## config.mk

```make
export PLATFORM = sky130hd
export DESIGN_NAME = csel_add256
export DESIGN_NICKNAME = d
export VERILOG_FILES = /design/src/rtl/csa_pkg.sv /design/src/rtl/csa_rca_seg.sv /design/src/rtl/csa_dual_seg.sv /design/src/rtl/csa_group_sel.sv /design/src/rtl/csel_add256.sv
export SDC_FILE = /design/constraint.sdc
export NUM_CORES = 1
export LEC_CHECK = 0
export BUFFER_PORTS_ARGS = -buffer_cell sky130_fd_sc_hd__buf_4
export CORE_AREA = 2 2 295 297
export DETAILED_ROUTE_END_ITERATION = 10
export DIE_AREA = 0 0 297 299
export SYNTH_ARGS = -nofsm -noshare
export SYNTH_HDL_FRONTEND = slang
export SYNTH_SLANG_ARGS = --single-unit
export TNS_END_PERCENT = 20
```

## constraint.sdc

```tcl
create_clock -name vclk -period 75.6
set_input_delay 22.68 -clock vclk [all_inputs]
set_output_delay 22.68 -clock vclk [all_outputs]
set_load 0.1 [all_outputs]
```

## src/rtl/csa_pkg.sv

```systemverilog
package csa_pkg;

    // Index of the copy built for each assumed incoming carry.
    localparam int ASSUME_ZERO = 0;
    localparam int ASSUME_ONE  = 1;
    localparam int N_ASSUME    = 2;

    function automatic int piece_count(input int total, input int piece);
        return total / piece;
    endfunction

endpackage

```

## src/rtl/csa_rca_seg.sv

```systemverilog
module csa_rca_seg #(
    parameter int W = 32
) (
    input  logic [W-1:0] a,
    input  logic [W-1:0] b,
    input  logic         cin,
    output logic [W-1:0] s,
    output logic         cout
);

    logic [W:0] rip;

    assign rip[0] = cin;

    for (genvar i = 0; i < W; i++) begin : g_bit
        logic half;
        assign half     = a[i] ^ b[i];
        assign s[i]     = half ^ rip[i];
        assign rip[i+1] = (a[i] & b[i]) | (half & rip[i]);
    end

    assign cout = rip[W];

endmodule

```

## src/rtl/csa_dual_seg.sv

```systemverilog
module csa_dual_seg
    import csa_pkg::*;
#(
    parameter int W = 32
) (
    input  logic [W-1:0]                  a,
    input  logic [W-1:0]                  b,
    output logic [N_ASSUME-1:0][W-1:0]    s,
    output logic [N_ASSUME-1:0]           cout
);

    for (genvar k = 0; k < N_ASSUME; k++) begin : g_copy
        csa_rca_seg #(.W(W)) u_rca (
            .a    (a),
            .b    (b),
            .cin  (k == ASSUME_ONE),
            .s    (s[k]),
            .cout (cout[k])
        );
    end

endmodule

```

## src/rtl/csa_group_sel.sv

```systemverilog
module csa_group_sel
    import csa_pkg::*;
#(
    parameter int SEG_W    = 32,
    parameter int GRP_SEGS = 2,
    localparam int GRP_W   = SEG_W * GRP_SEGS
) (
    input  logic [GRP_W-1:0]                 a,
    input  logic [GRP_W-1:0]                 b,
    output logic [N_ASSUME-1:0][GRP_W-1:0]   s,
    output logic [N_ASSUME-1:0]              cout
);

    for (genvar j = 0; j < GRP_SEGS; j++) begin : g_seg
        logic [N_ASSUME-1:0][SEG_W-1:0] ps;
        logic [N_ASSUME-1:0]            pc;

        csa_dual_seg #(.W(SEG_W)) u_dual (
            .a    (a[j*SEG_W +: SEG_W]),
            .b    (b[j*SEG_W +: SEG_W]),
            .s    (ps),
            .cout (pc)
        );
    end

    // One carry chain per assumed group carry (level-1 selection).
    for (genvar k = 0; k < N_ASSUME; k++) begin : g_assume
        logic [GRP_SEGS:0] chain;
        assign chain[0] = (k == ASSUME_ONE);

        for (genvar j = 0; j < GRP_SEGS; j++) begin : g_pick
            assign s[k][j*SEG_W +: SEG_W] = chain[j] ? g_seg[j].ps[ASSUME_ONE]
                                                     : g_seg[j].ps[ASSUME_ZERO];
            assign chain[j+1] = chain[j] ? g_seg[j].pc[ASSUME_ONE]
                                         : g_seg[j].pc[ASSUME_ZERO];
        end

        assign cout[k] = chain[GRP_SEGS];
    end

endmodule

```

## src/rtl/csel_add256.sv

```systemverilog
module csel_add256
    import csa_pkg::*;
#(
    parameter int WIDTH    = 256,
    parameter int SEG_W    = 32,
    parameter int GRP_SEGS = 2
) (
    input  logic [WIDTH-1:0] op_a,
    input  logic [WIDTH-1:0] op_b,
    input  logic             carry_in,
    output logic [WIDTH-1:0] sum,
    output logic             carry_out
);

    localparam int GRP_W = SEG_W * GRP_SEGS;
    localparam int N_GRP = piece_count(WIDTH, GRP_W);

    // True carry entering each group (level-2 selection chain).
    logic [N_GRP:0] grp_c;

    assign grp_c[0] = carry_in;

    for (genvar g = 0; g < N_GRP; g++) begin : g_grp
        if (g == 0) begin : g_base
            // Lowest group: bottom segment sees the real carry directly.
            logic [GRP_SEGS:0] lc;
            assign lc[0] = grp_c[0];

            csa_rca_seg #(.W(SEG_W)) u_low (
                .a    (op_a[SEG_W-1:0]),
                .b    (op_b[SEG_W-1:0]),
                .cin  (lc[0]),
                .s    (sum[SEG_W-1:0]),
                .cout (lc[1])
            );

            for (genvar j = 1; j < GRP_SEGS; j++) begin : g_up
                logic [N_ASSUME-1:0][SEG_W-1:0] ps;
                logic [N_ASSUME-1:0]            pc;

                csa_dual_seg #(.W(SEG_W)) u_dual (
                    .a    (op_a[j*SEG_W +: SEG_W]),
                    .b    (op_b[j*SEG_W +: SEG_W]),
                    .s    (ps),
                    .cout (pc)
                );

                assign sum[j*SEG_W +: SEG_W] = lc[j] ? ps[ASSUME_ONE] : ps[ASSUME_ZERO];
                assign lc[j+1]               = lc[j] ? pc[ASSUME_ONE] : pc[ASSUME_ZERO];
            end

            assign grp_c[1] = lc[GRP_SEGS];
        end else begin : g_sel
            logic [N_ASSUME-1:0][GRP_W-1:0] gs;
            logic [N_ASSUME-1:0]            gc;

            csa_group_sel #(.SEG_W(SEG_W), .GRP_SEGS(GRP_SEGS)) u_grp (
                .a    (op_a[g*GRP_W +: GRP_W]),
                .b    (op_b[g*GRP_W +: GRP_W]),
                .s    (gs),
                .cout (gc)
            );

            assign sum[g*GRP_W +: GRP_W] = grp_c[g] ? gs[ASSUME_ONE] : gs[ASSUME_ZERO];
            assign grp_c[g+1]            = grp_c[g] ? gc[ASSUME_ONE] : gc[ASSUME_ZERO];
        end
    end

    assign carry_out = grp_c[N_GRP];

endmodule

```

==> impl_results.md <==
* CP Class: primary input to output port
* Global routing usage on met3 at 0.0541
* Io pins at 770
* First-pass GRT wire length at 91100 um
* Synthesized area at 10900 sq um
* Layer carrying the most global-route usage: met2
* Post-layout minimum cycle time at 74.38 ns
* Status: finished, final reports clean
* Drt pass-1 iters at 5
* Worst Path Max Fanout at 33
* Crit path top cell by count: fa_1
* CP peak stage delay at 0.56 ns
* Setup violators final at 0
* Die X at 297 um
* Gpl congestion at 0.920
* CLK BUF at 0
* RSZ-0062 raised after global routing: no
* Dpl hpwl at 62500 um
* FP Rows at 108
* Antenna-violating nets left at 0
* GR Overflow Total at 0
* Die Y at 299 um
* Worst vdd ir at 24.4 uV
* Routed Wire Length at 66000 um
* Dpl cells at 2930
* Vias/cell at 3.83
* Via count at 11200
* DR DRC count at 0
* Design area at 18100 sq um
* CP Capture Type: output port
* Setup Fix Bufs, Post-CTS at 0
* Wirelength per Cell at 22.5 um
* Crit path launch type: primary input
* Seq cells at 0
* Met1 GRT Util at 0.168
* Critical Path AT at 51.70 ns
* Synthesis warning total at 0
* F_max at 0.0134 GHz
* Share of cells above drive strength 1 at 0.498
* Nets at 2646
* Worst Tran Pin Value at 1.09 ns
* Die Area at 88800 sq um
* Max cap viols at 0
* Final worst-path cycle share at 0.984
* Port buffer count at 770
* Largest net degree at the start of global routing at 34
* Netlist cell types at 63
* Max-slew violations at 0
* Initial Util at 0.127
* Gr usage total at 0.143
* Leak at 8.31 nW
* Fin. Hold Viols at 0
* Syn_area_per_cell at 10.8 sq um
* Core Area at 85900 sq um
* Non-filler cells, final at 2933
* Max-slew headroom at 0.256
* Initial antenna violation count at 31
* Post-synthesis cell count at 1009
* Fin Setup TNS at 0 ns
* Layout area overhead at 66.3%
* Pwr dens at 24.7 nW/um^2
* Post-place setup slack at 0.715 ns
* Detailed Route Iter0 Violations at 457
* Setup ws final at 1.22 ns
* DP Area at 18100 sq um
* Data required, critical path at 52.92 ns
* Storage cell area at 0 sq um
* CP Launch Point: op_a[0]
* Register area share after synthesis at 0
* Hold WC Path Type: primary input to output port
* Worst Setup EP: sum[226]
* Post-Syn Nets at 1878
* GRT met2 Usage at 0.250
* Crit-path slowest cell: a211oi_1
* Vias in the first global route at 12200
## cells in the mapped netlist (all sizes together) (6+ instances only)
| library cell | n | area (sq um) |
|---|---|---|
| ha | 107 | 1340 |
| o21a | 23 | 173 |
| o2111ai | 8 | 76.3 |
| nand4 | 7 | 43.8 |
| a2111oi | 7 | 80.1 |
| nand3 | 9 | 45.0 |
| a21o | 16 | 120 |
| nor2 | 57 | 214 |
| nor2b | 10 | 62.6 |
| nand2 | 30 | 113 |
| a211oi | 6 | 50.1 |
| a21oi | 56 | 284 |
| xnor2 | 54 | 473 |
| xor2 | 30 | 263 |
| fa | 249 | 4980 |
| a31oi | 11 | 83.8 |
| mux2 | 90 | 1110 |
| and3 | 9 | 56.3 |
| nor3 | 26 | 141 |
| nand2b | 13 | 81.3 |
| mux2i | 8 | 80.1 |
| o21ai | 32 | 160 |
| inv | 74 | 278 |
| o21bai | 9 | 67.6 |
## area by class of cell
class,count,area (sq um)
Antenna cell,3,7.51
Fill cell,9504,67800
Inverter,74,278
Multi-Input combinational cell,926,10600
Tap cell,1155,1450
Timing Repair Buffer,775,5820
## stage by stage
stage	utilization	hold WS, ns	total power [mW]
2_1_floorplan	-	45.83	0.334
5_1_grt	0.211	45.89	0.467
3_3_place_gp	0.211	45.88	0.451
6_report	0.211	45.87	0.448
4_1_cts	0.211	45.87	0.453
3_5_place_dp	0.211	45.87	0.451
## logic make-up after synthesis
logic type / after synthesis / synth area share
compound gates: 207 / 0.132
xor+xnor: 84 / 0.0674
fa+ha+maj: 356 / 0.579
buf+inv: 83 / 0.0306
mux: 98 / 0.109
simple gates: 181 / 0.0815
## worst min path at each step
stage                         start  endpoint  slack, ns  depth (start not counted)
final                      op_b[52]   sum[52]      45.87                          3
after detailed placement   op_b[56]   sum[56]      45.87                          3
after global placement     op_b[57]   sum[57]      45.88                          3
after CTS                  op_b[56]   sum[56]      45.87                          3
after global routing       op_b[25]   sum[25]      45.89                          3
after floorplan           op_b[229]  sum[229]      45.83                          2
## routing by layer
metal	routed length, um	up-vias
met5	208	-
met1	25800	5496
met3	6510	76
met4	1450	36
li1	-	5088
met2	32000	546
## worst max-delay path, delay by kind of cell
kind / cells / cell delay (ns)
fa+ha+maj: 63 / 24.52
mux: 3 / 0.93
simple gates: 2 / 0.26
buf+inv: 6 / 1.16
compound gates: 6 / 2.07
## placed cells by master, fill, tap and decap left out, drive strengths merged, types with 7 or more instances in the layout
cell type  instances
inv               74
a2111oi            7
nand2b            13
nor3              26
nor2              57
nand4              7
o21ai             32
a21oi             56
a21o              16
o2111ai            8
xor2              30
nand2             30
mux2i              8
nand3              9
nor2b             10
o21bai             9
mux2              90
buf              775
ha               107
fa               249
a31oi             11
o21a              23
xnor2             54
and3               9
## where the power goes
group          switching, mW  leakage [nW]  internal (mW)
logic                  0.338          8.31          0.110
registers                  0             0              0
clock network              0     0.0000190  0.00000000532
## what timing repair did
action                                  CTS  global route
gates resized for setup                   0             1
hold endpoints to repair                  0             0
endpoints found under the setup margin    0            46
hold buffers                              0             0
Power figures use the tool's default switching activity.
